===== config.mk =====
export PLATFORM = sky130hd
export DESIGN_NAME = fetch_seq
export DESIGN_NICKNAME = d
export VERILOG_FILES = /design/src/rtl/fetch_seq_pkg.sv /design/src/rtl/fetch_seq_ctrl.sv /design/src/rtl/fetch_seq_addr.sv /design/src/rtl/fetch_seq_cap.sv /design/src/rtl/fetch_seq.sv
export SDC_FILE = /design/constraint.sdc
export NUM_CORES = 1
export LEC_CHECK = 0
export BUFFER_PORTS_ARGS = -buffer_cell sky130_fd_sc_hd__buf_2
export CAP_MARGIN = 20
export CORE_AREA = 2 2 114 116
export CTS_BUF_LIST = sky130_fd_sc_hd__clkbuf_16
export CTS_CLUSTER_SIZE = 20
export DETAILED_ROUTE_END_ITERATION = 10
export DIE_AREA = 0 0 116 118
export GPL_ROUTABILITY_DRIVEN = 0
export PLACE_DENSITY = 0.72
export SYNTH_ARGS = -nofsm -noshare
export SYNTH_HDL_FRONTEND = slang
export SYNTH_SLANG_ARGS = --single-unit

===== constraint.sdc =====
create_clock -name clk -period 5.1 [get_ports clk]
set_input_delay 0.51 -clock clk [delete_from_list [all_inputs] [get_ports clk]]
set_output_delay 0.51 -clock clk [all_outputs]
set_load 0.1 [all_outputs]

===== src/rtl/fetch_seq_pkg.sv =====
// Shared types for the byte-serial fetch sequencer.
// Assumes nothing beyond being compiled ahead of the fetch modules.
package fetch_seq_pkg;

    // Sequencer phases: issue first address, issue second, take high byte,
    // take low byte, take trailing bytes.
    typedef enum logic [2:0] {
        ST_ISSUE = 3'd0,
        ST_PRIME = 3'd1,
        ST_HIGH  = 3'd2,
        ST_LOW   = 3'd3,
        ST_TAIL  = 3'd4
    } fstate_e;

endpackage


===== src/rtl/fetch_seq_ctrl.sv =====
// Phase controller of the fetch sequencer.
// Decides, from the opcode nibble present on the read data in the high-byte
// phase, how many trailing bytes follow and whether they come from the stack.
// Assumes the memory returns data two edges after an address load.
module fetch_seq_ctrl
    import fetch_seq_pkg::*;
#(
    parameter int              OPC_W     = 4,
    parameter logic [OPC_W-1:0] OP_POP   = 4'h1,
    parameter logic [OPC_W-1:0] OP_IMM   = 4'hA,
    parameter logic [OPC_W-1:0] OP_BRA   = 4'hD,
    parameter int              POP_BYTES = 4,
    parameter int              IMM_BYTES = 4,
    parameter int              BRA_BYTES = 2,
    parameter int              TAIL_MAX  = 4,
    localparam int             IDX_W     = $clog2(TAIL_MAX),
    localparam int             CNT_W     = $clog2(TAIL_MAX + 1)
) (
    input  logic             clk,
    input  logic             rst_n,
    input  logic             halted,
    input  logic [OPC_W-1:0] opcode,
    output logic             at_issue,
    output logic             ld_pc,
    output logic             ld_sp,
    output logic             cap_hi,
    output logic             cap_lo,
    output logic             cap_tail,
    output logic             pc_step,
    output logic [IDX_W-1:0] tail_k
);

    fstate_e          state;
    logic [CNT_W-1:0] tail_n;
    logic [CNT_W-1:0] len_now;
    logic             from_stack;

    // Trailing-byte count implied by the opcode arriving in the high phase.
    always_comb begin
        if (opcode == OP_POP)      len_now = CNT_W'(POP_BYTES);
        else if (opcode == OP_IMM) len_now = CNT_W'(IMM_BYTES);
        else if (opcode == OP_BRA) len_now = CNT_W'(BRA_BYTES);
        else                       len_now = '0;
    end

    // Per-phase strobes steering the address, PC and capture registers.
    always_comb begin
        at_issue = (state == ST_ISSUE);
        ld_pc    = (state == ST_ISSUE);
        ld_sp    = (state == ST_HIGH) && (opcode == OP_POP);
        cap_hi   = (state == ST_HIGH);
        cap_lo   = (state == ST_LOW);
        cap_tail = (state == ST_TAIL);
        pc_step  = (state == ST_HIGH) || (state == ST_LOW) ||
                   ((state == ST_TAIL) && !from_stack);
    end

    // Phase register, trailing-byte count and index.
    always_ff @(posedge clk) begin
        if (!rst_n) begin
            state      <= ST_ISSUE;
            tail_n     <= '0;
            tail_k     <= '0;
            from_stack <= 1'b0;
        end else begin
            case (state)
                ST_ISSUE: if (!halted) state <= ST_PRIME;
                ST_PRIME: state <= ST_HIGH;
                ST_HIGH: begin
                    tail_n     <= len_now;
                    from_stack <= (opcode == OP_POP);
                    state      <= ST_LOW;
                end
                ST_LOW: begin
                    tail_k <= '0;
                    state  <= (tail_n == '0) ? ST_ISSUE : ST_TAIL;
                end
                ST_TAIL: begin
                    tail_k <= tail_k + IDX_W'(1);
                    if (CNT_W'(tail_k) == tail_n - CNT_W'(1)) state <= ST_ISSUE;
                end
                default: state <= ST_ISSUE;
            endcase
        end
    end

endmodule


===== src/rtl/fetch_seq_addr.sv =====
// Read-address register and program counter of the fetch sequencer.
// The address reloads from the PC in the issue phase and from the stack
// pointer on a pop; in every other cycle it counts up by one byte.
module fetch_seq_addr #(
    parameter int               XLEN     = 32,
    parameter logic [XLEN-1:0]  RESET_PC = '0
) (
    input  logic            clk,
    input  logic            rst_n,
    input  logic            ld_pc,
    input  logic            ld_sp,
    input  logic            pc_step,
    input  logic [XLEN-1:0] sp_value,
    output logic [XLEN-1:0] mem_addr,
    output logic [XLEN-1:0] pc
);

    // Streaming byte address: one new address per cycle.
    always_ff @(posedge clk) begin
        if (!rst_n)     mem_addr <= RESET_PC;
        else if (ld_pc) mem_addr <= pc;
        else if (ld_sp) mem_addr <= sp_value;
        else            mem_addr <= mem_addr + XLEN'(1);
    end

    // Program counter: one step per instruction byte consumed.
    always_ff @(posedge clk) begin
        if (!rst_n)       pc <= RESET_PC;
        else if (pc_step) pc <= pc + XLEN'(1);
    end

endmodule


===== src/rtl/fetch_seq_cap.sv =====
// Capture registers of the fetch sequencer.
// Holds the high byte until the low byte arrives, then presents the whole
// word with a one-cycle strobe; trailing bytes are presented one per cycle.
module fetch_seq_cap #(
    parameter int BYTE_W = 8,
    parameter int IDX_W  = 2
) (
    input  logic                clk,
    input  logic                rst_n,
    input  logic [BYTE_W-1:0]   rdata,
    input  logic                cap_hi,
    input  logic                cap_lo,
    input  logic                cap_tail,
    input  logic [IDX_W-1:0]    tail_k,
    output logic [2*BYTE_W-1:0] instr,
    output logic                decode_valid,
    output logic [BYTE_W-1:0]   tail_byte,
    output logic                tail_valid,
    output logic [IDX_W-1:0]    tail_idx
);

    logic [BYTE_W-1:0] hi_q;

    // Instruction assembly: high byte first, word released with the low byte.
    always_ff @(posedge clk) begin
        if (!rst_n) begin
            hi_q         <= '0;
            instr        <= '0;
            decode_valid <= 1'b0;
        end else begin
            if (cap_hi) hi_q  <= rdata;
            if (cap_lo) instr <= {hi_q, rdata};
            decode_valid <= cap_lo;
        end
    end

    // Trailing-byte presentation in arrival order.
    always_ff @(posedge clk) begin
        if (!rst_n) begin
            tail_byte  <= '0;
            tail_idx   <= '0;
            tail_valid <= 1'b0;
        end else begin
            if (cap_tail) begin
                tail_byte <= rdata;
                tail_idx  <= tail_k;
            end
            tail_valid <= cap_tail;
        end
    end

endmodule


===== src/rtl/fetch_seq.sv =====
// Byte-serial instruction fetch sequencer (top).
// Streams addresses every cycle into a two-edge-latency byte memory,
// assembles 16-bit instructions, prefetches trailing or popped bytes and
// tracks the program counter. Assumes mem_rdata is registered by the memory.
module fetch_seq #(
    parameter int              XLEN      = 32,
    parameter int              BYTE_W    = 8,
    parameter int              OPC_W     = 4,
    parameter logic [OPC_W-1:0] OP_POP   = 4'h1,
    parameter logic [OPC_W-1:0] OP_IMM   = 4'hA,
    parameter logic [OPC_W-1:0] OP_BRA   = 4'hD,
    parameter int              POP_BYTES = 4,
    parameter int              IMM_BYTES = 4,
    parameter int              BRA_BYTES = 2,
    parameter int              TAIL_MAX  = 4,
    parameter logic [XLEN-1:0] RESET_PC  = '0,
    localparam int             IDX_W     = $clog2(TAIL_MAX)
) (
    input  logic                clk,
    input  logic                rst_n,
    input  logic                halted,
    input  logic [XLEN-1:0]     sp_value,
    output logic [XLEN-1:0]     mem_addr,
    input  logic [BYTE_W-1:0]   mem_rdata,
    output logic [XLEN-1:0]     pc,
    output logic [2*BYTE_W-1:0] instr,
    output logic                decode_valid,
    output logic [BYTE_W-1:0]   tail_byte,
    output logic                tail_valid,
    output logic [IDX_W-1:0]    tail_idx,
    output logic                seed_consts
);

    logic             at_issue;
    logic             ld_pc;
    logic             ld_sp;
    logic             cap_hi;
    logic             cap_lo;
    logic             cap_tail;
    logic             pc_step;
    logic [IDX_W-1:0] tail_k;

    fetch_seq_ctrl #(
        .OPC_W(OPC_W), .OP_POP(OP_POP), .OP_IMM(OP_IMM), .OP_BRA(OP_BRA),
        .POP_BYTES(POP_BYTES), .IMM_BYTES(IMM_BYTES), .BRA_BYTES(BRA_BYTES),
        .TAIL_MAX(TAIL_MAX)
    ) u_ctrl (
        .clk(clk), .rst_n(rst_n), .halted(halted),
        .opcode(mem_rdata[BYTE_W-1 -: OPC_W]),
        .at_issue(at_issue), .ld_pc(ld_pc), .ld_sp(ld_sp),
        .cap_hi(cap_hi), .cap_lo(cap_lo), .cap_tail(cap_tail),
        .pc_step(pc_step), .tail_k(tail_k)
    );

    fetch_seq_addr #(.XLEN(XLEN), .RESET_PC(RESET_PC)) u_addr (
        .clk(clk), .rst_n(rst_n), .ld_pc(ld_pc), .ld_sp(ld_sp),
        .pc_step(pc_step), .sp_value(sp_value),
        .mem_addr(mem_addr), .pc(pc)
    );

    fetch_seq_cap #(.BYTE_W(BYTE_W), .IDX_W(IDX_W)) u_cap (
        .clk(clk), .rst_n(rst_n), .rdata(mem_rdata),
        .cap_hi(cap_hi), .cap_lo(cap_lo), .cap_tail(cap_tail), .tail_k(tail_k),
        .instr(instr), .decode_valid(decode_valid),
        .tail_byte(tail_byte), .tail_valid(tail_valid), .tail_idx(tail_idx)
    );

    // Register-pinning strobe follows the start phase.
    assign seed_consts = at_issue;

endmodule


After elaboration in Yosys (flattened, before gate mapping). Index checks and enable logic that the tools add are counted.

Register bits: 109. Input port bits: 43. Output and inout bits: 93. Logic and storage cells: 45.

$add $sub $neg: 4. Eq/ne operators: 10. Muxes and demuxes: 10. Reduce and logical (&&, ||, !) cells: 9.

Operator list (count): 32-bit by 1-bit adder with 32-bit output (second input constant) (2); 32-bit 2-to-1 mux (2); 3-bit 2-to-1 mux (5); 3-bit one-hot mux with 5 select lines (1); 4-bit equality test (second input constant) (2); 3-bit by 2-bit equality test with 1-bit output (second input constant) (2); 3-bit zero test (2); 4-bit by 1-bit equality test with 1-bit output (second input constant) (1); 2-bit inequality test (second input constant) (2); 2-bit one-hot mux with 2 select lines (1); 2-bit by 3-bit equality test with 1-bit output (1); 3-bit by 1-bit equality test with 1-bit output (second input constant) (1); 3-bit equality test (second input constant) (1); 3-bit by 1-bit subtractor with 3-bit output (second input constant) (1); 2-bit by 1-bit adder with 2-bit output (second input constant) (1); 1-bit logical AND (2); 1-bit logical OR (2); 2-bit 2-to-1 mux (1); 2-bit AND reduction (1); 2-bit nonzero test (1); 1-bit zero test (1).

Logic depth before layout (Yosys ltp). Gate-level depths: netlist of run 1.

Depth in word-level cells: 4. Mapped depth: 8. Mapped depth without buffers: 6.

Cells and area by module. A second synthesis of run 1 with hierarchy kept.

Cells, all modules: 548. Area total of the unflattened synthesis: 5114.9 um^2.

By module, submodules not included: fetch_seq_addr (times used 1, cells each 387, area each 3340.7 um^2, sequential area each 1281.2 um^2); fetch_seq_cap (times used 1, cells each 113, area each 1345.0 um^2, sequential area each 720.7 um^2); fetch_seq_ctrl (times used 1, cells each 48, area each 429.2 um^2, sequential area each 160.2 um^2).

Worst setup path after synthesis of run 1. OpenSTA, ideal clock, no wires.

Kind: register to register. Start: reg u_addr.pc[9]. End: reg u_addr.pc[21]. Library setup time: 0.067 ns. Arrival: 2.591 ns. Data required time: 5.033 ns. Setup slack: 2.442 ns. Stages on the path, launching flop included: 8. Buffers on the path: 2. Clock period less this slack: 2.658 ns. Cell sequence: dfxtp_1 > and4_1 > nor4bb_1 > clkbuf_1 > clkbuf_1 > nand4_1 > xor2_1 > nor2_1.

Word-level cells in the longest chain between the ends: 1.

Ends and longest elaborated chain: start: declaration (RTL line fetch_seq_addr.sv:15) `output logic [XLEN-1:0] pc`; start signal: assignment (RTL line fetch_seq_addr.sv:29) `else if (pc_step) pc <= pc + XLEN'(1);`; 32-bit by 1-bit adder with 32-bit output (RTL line fetch_seq_addr.sv:29).

No other way between the ends. A chain may end at the register's enable or synchronous reset.

Final worst setup path of run 1.
Start: reg u_ctrl.state[2]. End: out seed_consts.

Word-level cells in the longest chain between the ends: 1.

Ends and longest elaborated chain: start: declaration (RTL line fetch_seq_ctrl.sv:33) `fstate_e state;`; start signal: assignment (RTL line fetch_seq_ctrl.sv:76) `state <= (tail_n == '0) ? ST_ISSUE : ST_TAIL;`; 3-bit zero test (RTL line fetch_seq_ctrl.sv:48) `at_issue = (state == ST_ISSUE);`; end: declaration (RTL line fetch_seq.sv:31) `output logic seed_consts`.

No other way between the ends.

==> metrics.csv, run 1 <==
metric,value,unit
worst_setup_path_end_kind,primary output,
die-height,118,um
final_antenna_net_count,0,
clock-sinks,108,
cap_violations,0,
first_pass_iters,4,
antenna_cells,0,
setup_tns,0,ns
outcome,"finished, final reports clean",
slew_violations,0,
fill_cells,1289,
io-pin-count,136,
reg2reg_slack,2.58,ns
die_area,13700,sq um
place_inst,868,
fin_cells,885,
wire_per_inst,14.9,um
netlist-cell-type-count,49,
ff_latch_area,2160,sq um
dpl.hpwl,9.22,mm
holdPathEnd,u_ctrl.state[2]$_SDFFE_PN0P_,
synth_nets,639,
initial_utilization,39.6,%
grt_pass1_wl,21.2,mm
grt_pass1_vias,4325,
htree_num_levels,3,
synth-seq-cells,108,
die_w,116,um
postCtsSetupBuffers,0,
hold_viol_final,0,
cts_hold_buf,0,
syn_inst,593,
peakVddDrop,0.134,mV
fin_crit_sh,49.6,%
drive_gt1_share,23.6,%
clk_pin_slew,0.07,ns
hold_ws,0.348,ns
netlist.top_cell.by_area,dfxtp_1,
drc,0,
synth-edff-count,0,
rsz0062_at_grt,no,
viasPerCell,5.26,
grt_antenna_before_repair,0,
leakage,0.00245,uW
synthTopCellsByArea,"dfxtp_1 (44%), xor2_1 (8.4%), nand2_1 (7.6%)",
p_per_area,298,nW/um^2
ys_top_cells_by_count,"dfxtp_1 (108), nand2_1 (99), nor2_1 (56)",
vias,4659,
ff2ff_path_depth,5,
ys.flop_type,dfxtp_1,
cts_root_buffer,clkbuf_16,
globalRouteTotalUtil,19.2,%
arrival,2.02,ns
fin_crit,2.53,ns
grt_overflow,0,
hold_class,primary input to flip-flop,
multi_input_area,2570,sq um
rr_startpoint,u_ctrl.state[2]$_SDFFE_PN0P_,
area_growth_syn_to_layout,21.6,%
hold_start,halted,
finalClockSkew,0.00766,ns
max_stage_delay,0.68,ns
crit_chain,or3_1 > inv_1 > buf_2,
finalNetCount,754,
port_buffers,135,
hold_depth,2,
critPathMaxFanout,14,
rows,41,
worstMarginPinSlew,1.02,ns
max-slew-margin-rel,31.7,%
core-area,12400,sq um
ys.warnings.count,0,
grt_max_degree,56,
worstReg2RegEnd,u_addr.mem_addr[29]$_SDFF_PN0_,
netlist_area,4920,sq um
netlist.area_leader.share,44.0,%
fmax,395,MHz
critPathLaunchType,flip-flop,
required,4.59,ns
slowest_stage,or3_1,
ys_async_sr_fraction,0,%
clock_path_buffers,2,
crit_type,flip-flop to primary output,
cts_buffers,9,
drt_wl_total,13.2,mm
yosysMostFrequentCell,dfxtp_1,
clkLatencyLatePin,0.35,ns
ys_seq_area_share,44.0,%
avgSynthCellArea,8.29,sq um
drt_iter0_drc,253,
cts_tree,yes,
cts_resized,0,
setup_violations,0,
==> stage by stage <==
| step | setup WS (ns) | power (uW) | instance area, sq um | utilization [%] |
|---|---|---|---|---|
| floorplan | 2.44 | 1060 | 4920 | - |
| global placement | 2.62 | 1120 | 5690 | 45.8 |
| detailed placement | 2.58 | 1120 | 5690 | 45.8 |
| CTS | 2.55 | 1800 | 5970 | 48.1 |
| global route | 2.41 | 1850 | 5980 | 48.2 |
| finish | 2.57 | 1780 | 5980 | 48.2 |
==> cell usage in the layout (no fill, tap or decap), types with 2 or more instances in the layout <==
master,n
inv_1,9
clkbuf_16,9
o21ai_0,6
buf_4,6
clkinv_2,2
xor2_1,47
and4_1,6
ha_1,3
a211oi_1,3
o211ai_2,3
dfxtp_1,108
nand3_1,35
a21oi_1,48
nor3_1,9
o221ai_1,3
and2_1,8
nand2_1,99
nand2b_1,2
nor4_1,3
and3_1,9
xnor2_1,11
buf_2,135
or3_1,3
or2_2,2
a22oi_1,18
nand4_1,24
a2111oi_0,2
mux2i_1,4
nor2_1,56
o22ai_1,19
==> metal layers <==
layer | wire (um) | up-vias | track usage (%) | part of all wire (%)
li1 | - | 2303 | - | -
met1 | 6110 | 2219 | 25.7 | 46
met2 | 6250 | 126 | 31.5 | 47
met3 | 693 | 11 | 3.86 | 5.3
met4 | 132 | 0 | 5.28 | 1.0
met5 | 0 | - | 0 | 0
==> kinds of logic after synthesis <==
group                      synth area share, %
and+or+nand+nor                           26.1
AOI/OAI and AO/OA                         14.0
DFF                                       44.0
xor gates and xnor gates                  10.3
buffers and inverters                     3.95
muxes                                    0.814
adders and majority gates                0.764
==> sequential cells by signal (all words and copies together), names as in the netlist <==
signal,flops
u_addr.mem_addr,32
u_addr.pc,32
u_cap.instr,16
u_cap.hi_q,8
u_cap.tail_byte,8
u_ctrl.state,3
u_cap.tail_idx,2
u_ctrl.tail_k,2
u_ctrl.tail_n,2
u_cap.decode_valid,1
u_cap.tail_valid,1
u_ctrl.from_stack,1
==> power by group <==
part	switching [uW]	leakage [uW]	internal, uW	total, uW
clock network	310	0.000149	375	685
logic	173	0.00143	47.9	221
registers	18.4	0.000872	860	878
total	501	0.00245	1280	1780
==> final cells by class <==
cell class | instances | share of cell area [%]
clock buffer | 9 | 3.77
sequential | 108 | 36.2
timing repair buffer | 141 | 12.1
inverter | 8 | 0.502
clock inverter | 7 | 1.00
multi-input combinational | 440 | 42.9
tap | 172 | 3.60
==> worst max-delay path, delay by kind of cell (launching register included) <==
kind / cells / cell delay, ns
simple gates: 1 / 0.68
buf+inv: 2 / 0.60
flops: 1 / 0.39
==> worst max path at each step <==
| stage | endpoint | cells past startpoint | slack (ns) | start |
|---|---|---|---|---|
| detailed placement | u_addr.mem_addr[29]$_SDFF_PN0_ | 5 | 2.58 | u_ctrl.state[2]$_SDFFE_PN0P_ |
| floorplan | u_addr.pc[21]$_SDFFE_PN0P_ | 7 | 2.44 | u_addr.pc[9]$_SDFFE_PN0P_ |
| global placement | u_addr.mem_addr[29]$_SDFF_PN0_ | 5 | 2.62 | u_ctrl.state[2]$_SDFFE_PN0P_ |
| global route | u_addr.mem_addr[29]$_SDFF_PN0_ | 5 | 2.41 | u_ctrl.state[2]$_SDFFE_PN0P_ |
| CTS | seed_consts | 3 | 2.55 | u_ctrl.state[2]$_SDFFE_PN0P_ |
| finish | seed_consts | 3 | 2.57 | u_ctrl.state[2]$_SDFFE_PN0P_ |
(Power assumes the default switching activity.)
==> run 2: changes to the inputs <==
==> constraint.sdc (replaced) <==
create_clock -name clk -period 2.7 [get_ports clk]
set_input_delay 0.27 -clock clk [delete_from_list [all_inputs] [get_ports clk]]
set_output_delay 0.27 -clock clk [all_outputs]
set_load 0.1 [all_outputs]
==> run 2 against run 1 <==
  * Sequential cell count is the same
  * Critical path depth is 2 higher
  * Die area unchanged
  * Cell count is 1.0% higher
  * Power rose by 87%
  * First-iteration DRC count rose by 27%
  * Core utilization rose by 0.71 points
  * Global-route usage is 0.38 points higher
  * Hold slack lost 0.23 ns
  * Critical path type is now flip-flop to flip-flop
  * Largest power group unchanged
==> metrics.csv, run 2 (same netlist as run 1, synthesis figures left out) <==
metric,value,unit
grt_pass1_vias,4407,
finalClockSkew,0.00648,ns
use_met2,31.7,%
grt_antenna_before_repair,0,
fmax,428,MHz
worstMarginPinSlew,0.793,ns
final_common_cell,buf_2,
hold_viol_final,0,
core-area,12400,sq um
grt_pass1_wl,21.3,mm
postCtsSetupBuffers,0,
cts_root_buffer,clkbuf_16,
finalPower,3340,uW
area_growth_syn_to_layout,23.4,%
slew_violations,0,
clk_pin_slew,0.07,ns
clock-sinks,108,
initial_utilization,39.6,%
hold_ws,0.122,ns
wire_per_inst,15.0,um
fin_crit,2.34,ns
clkLatencyLatePin,0.36,ns
top_usage_layer,met2,
fin_area,6070,sq um
arrival,2.59,ns
setup_violations,0,
cts_buffers,9,
ff_latch_area,2160,sq um
leakage,0.00248,uW
multi_input_area,2570,sq um
fill_cells,1230,
grt_util_met1,24.8,%
outcome,"finished, final reports clean",
layout_common_cells,"buf_2 (134), dfxtp_1 (108), nand2_1 (99)",
finalNetCount,763,
final_antenna_net_count,0,
port_buffers,135,
rsz0062_at_grt,no,
place_area,5790,sq um
cts_tree,yes,
grt_max_degree,45,
viasPerCell,5.24,
rows,41,
die_w,116,um
reg_top3,"u_addr.mem_addr (32), u_addr.pc (32), u_cap.instr (16)",
first_pass_iters,4,
crit_type,flip-flop to flip-flop,
globalRouteTotalUtil,19.6,%
die_area,13700,sq um
cts_hold_buf,0,
max-slew-margin-rel,46.7,%
dpl.hpwl,9.51,mm
drt_iter0_drc,321,
p_per_area,551,nW/um^2
drt_wl_total,13.4,mm
drive_gt1_share,24.9,%
die-height,118,um
io-pin-count,136,
vias,4688,
drc,0,
grtUsageMet3,5.41,%
required,2.95,ns
setup_tns,0,ns
cts_resized,0,
worst_setup_path_end_kind,flip-flop,
cap_violations,0,
hold_class,primary input to flip-flop,
htree_num_levels,3,
antenna_cells,0,
critPathLaunchType,flip-flop,
fin_crit_sh,86.6,%
critPathMaxFanout,19,
clock_path_buffers,2,
grt_overflow,0,
peakVddDrop,0.355,mV
-- run 2: cell count changes in the layout (fill, tap and decap cells not counted), moves of 2 or more --
| cell | change |
|---|---|
| buf_4 | +8 |
| buf_12 | +2 |
| clkinvlp_4 | +4 |
| inv_1 | -2 |
-- run 2: cell type report --
type                       count  share of cell area, %
clock buffer                   9                   3.71
tap                          172                   3.55
inverter                       8                  0.495
timing repair buffer         150                   13.4
multi-input combinational    440                   42.3
clock inverter                 7                  0.866
sequential                   108                   35.6
-- run 2: critical path, cell delays in order, from the launching register on --
cell and delay (ns):
dfxtp_1 0.44, or3b_1 0.52, or4_4 0.68, nand3_2 0.34, or4_1 0.17, nand3_1 0.06
-- run 2: metal layers --
metal  share of wire, %  up-vias
met5                  0        -
met4                1.3        0
met3                6.5       12
met2                 48      147
met1                 44     2200
li1                   -     2329
-- run 2: power by group --
group / internal (uW) / total (uW) / switching (uW)
clock: 629 / 1250 / 617
combinational: 109 / 440 / 331
sequential: 1620 / 1660 / 34.8
total: 2360 / 3340 / 983
-- run 2: final timing paths --
check / cells after the start / end / startpoint / slack (ns)
worst max-delay path: 5 / u_addr.mem_addr[29]$_SDFF_PN0_ / u_ctrl.state[1]$_SDFFE_PN0P_ / 0.36
worst min-delay path: 2 / u_ctrl.state[2]$_SDFFE_PN0P_ / halted / 0.12
worst max register to register: 5 / u_addr.mem_addr[29]$_SDFF_PN0_ / u_ctrl.state[1]$_SDFFE_PN0P_ / 0.36
worst min register to register: 2 / u_cap.instr[11]$_SDFFE_PN0P_ / u_cap.hi_q[3]$_SDFFE_PN0P_ / 0.45
-- run 2: through the flow --
step	setup slack (ns)	instances	utilization (%)
3_3_place_gp	0.395	878	46.6
2_1_floorplan	0.0422	593	-
3_5_place_dp	0.350	878	46.6
5_1_grt	0.224	894	48.9
6_report	0.362	894	48.9
4_1_cts	0.335	894	48.9
==> run 3: changes to the inputs <==
--- a/config.mk
+++ b/config.mk
@@ -13,7 +13,7 @@
 export DETAILED_ROUTE_END_ITERATION = 10
 export DIE_AREA = 0 0 116 118
 export GPL_ROUTABILITY_DRIVEN = 0
-export PLACE_DENSITY = 0.72
+export PLACE_DENSITY = 0.75
 export SYNTH_ARGS = -nofsm -noshare
 export SYNTH_HDL_FRONTEND = slang
 export SYNTH_SLANG_ARGS = --single-unit
==> constraint.sdc (replaced) <==
create_clock -name clk -period 2.15 [get_ports clk]
set_input_delay 0.215 -clock clk [delete_from_list [all_inputs] [get_ports clk]]
set_output_delay 0.215 -clock clk [all_outputs]
set_load 0.1 [all_outputs]
==> run 3 against run 2 <==
  * Clock skew is 0.0033 ns higher
  * Global-route usage is 0.21 points lower
  * Sequential share of layout area is 0.16 points lower
  * Fmax is 18% higher
  * Die area stayed put
  * Cell count is 1.2% higher
==> metrics.csv, run 3 (same netlist as run 1, synthesis figures left out) <==
metric,value,unit
outcome,"finished, final reports clean",
first_pass_iters,7,
grt_max_degree,54,
p_per_area,709,nW/um^2
viasPerCell,5.22,
finalClockSkew,0.00975,ns
crit_type,flip-flop to flip-flop,
grt_pass1_wl,21.4,mm
hold_ws,0.0682,ns
grt_overflow,0,
fin_crit,1.98,ns
wire_per_inst,15.0,um
place_area,5970,sq um
port_buffers,135,
reg_top3,"u_addr.mem_addr (32), u_addr.pc (32), u_cap.instr (16)",
cts_buffers,9,
hold_class,primary input to flip-flop,
setup_tns,0,ns
slew_violations,0,
clock-sinks,108,
fill_cells,1176,
cap_violations,0,
htree_num_levels,3,
fin_crit_sh,92.0,%
peakVddDrop,0.377,mV
die-height,118,um
core-area,12400,sq um
required,2.41,ns
leakage,0.00263,uW
rows,41,
cts_root_buffer,clkbuf_16,
cts_tree,yes,
place_ws,0.132,ns
rsz0062_at_grt,no,
fin_area,6310,sq um
critPathMaxFanout,12,
vias,4723,
fin_cells,905,
grt_pass1_vias,4284,
postCtsSetupBuffers,0,
initial_utilization,39.6,%
drt_wl_total,13.5,mm
worstMarginPinSlew,0.522,ns
io-pin-count,136,
setup_slack,0.171,ns
arrival,2.24,ns
dpl.hpwl,9.72,mm
layout_common_cells,"buf_2 (134), nand2_1 (99), dfxtp_1 (62)",
clkLatencyLatePin,0.35,ns
clk_pin_slew,0.07,ns
clock_path_buffers,2,
critPathLaunchType,flip-flop,
final_common_cell,buf_2,
die_area,13700,sq um
area_growth_syn_to_layout,28.3,%
finalNetCount,773,
fmax,505,MHz
max-slew-margin-rel,65.2,%
hold_viol_final,0,
globalRouteTotalUtil,19.4,%
drc,0,
grt_antenna_before_repair,1,
place_inst,888,
worst_setup_path_end_kind,flip-flop,
die_w,116,um
drt_iter0_drc,379,
final_antenna_net_count,0,
drive_gt1_share,31.8,%
setup_violations,0,
## run 3: changes by cell type in the layout (fill, tap and decap cells not counted), sizes merged
| cell | delta |
|---|---|
| clkbuf | +1 |
| clkinvlp | -4 |
| bufinv | +2 |
| diode | +1 |
| inv | +1 |
| buf | +10 |
## run 3: area by class of cell
cell class	instances	area, sq um	area share, %
clock inverter	6	80.1	1.27
clock buffer	10	250	3.97
inverter	8	30.0	0.476
tap	172	215	3.41
multi-input combinational	440	2570	40.8
sequential	108	2240	35.5
timing repair buffer	160	916	14.5
antenna	1	2.50	0.0397
## run 3: final timing paths
check / from / endpoint / slack [ns] / depth (start not counted)
worst max-delay path: u_ctrl.state[1]$_SDFFE_PN0P_ / u_addr.mem_addr[4]$_SDFF_PN0_ / 0.17 / 6
worst min-delay path: halted / u_ctrl.state[2]$_SDFFE_PN0P_ / 0.07 / 2
worst max register to register: u_ctrl.state[1]$_SDFFE_PN0P_ / u_addr.mem_addr[4]$_SDFF_PN0_ / 0.17 / 6
worst min register to register: u_cap.hi_q[5]$_SDFFE_PN0P_ / u_cap.instr[13]$_SDFFE_PN0P_ / 0.45 / 2
## run 3: power by group
| group | internal, uW | switching [uW] | total, uW | leakage [uW] |
|---|---|---|---|---|
| Combinational | 155 | 422 | 577 | 0.00156 |
| Clock | 1080 | 731 | 1810 | 0.000168 |
| Sequential | 2040 | 42.4 | 2080 | 0.000897 |
| Total | 3270 | 1200 | 4470 | 0.00263 |
## run 3: per-layer routing
layer  up-vias  GRT usage [%]  part of all wire (%)
met5         -              0                     0
met4         0           6.92                   2.0
met3        22           2.99                   5.8
met2       153           30.9                    47
met1      2203           26.5                    45
li1       2345              -                     -
## run 3: repair_timing
item | in CTS | in global routing
gates resized for setup | 0 | 1
setup endpoints to repair | 0 | 4
hold buffers | 0 | 0
## run 3: worst max-delay path, cell delays in order (launching register included)
cell,delay [ns]
dfxtp_2,0.38
or3b_1,0.38
or4_4,0.57
buf_4,0.23
nand2_1,0.08
o211ai_2,0.08
a21oi_1,0.17
## run 3: metrics by stage
step,power (uW),util [%]
final,4470,50.8
after CTS,4490,50.8
after floorplan,2520,-
after global placement,2690,48.1
after detailed placement,2700,48.1
after global routing,4610,50.8
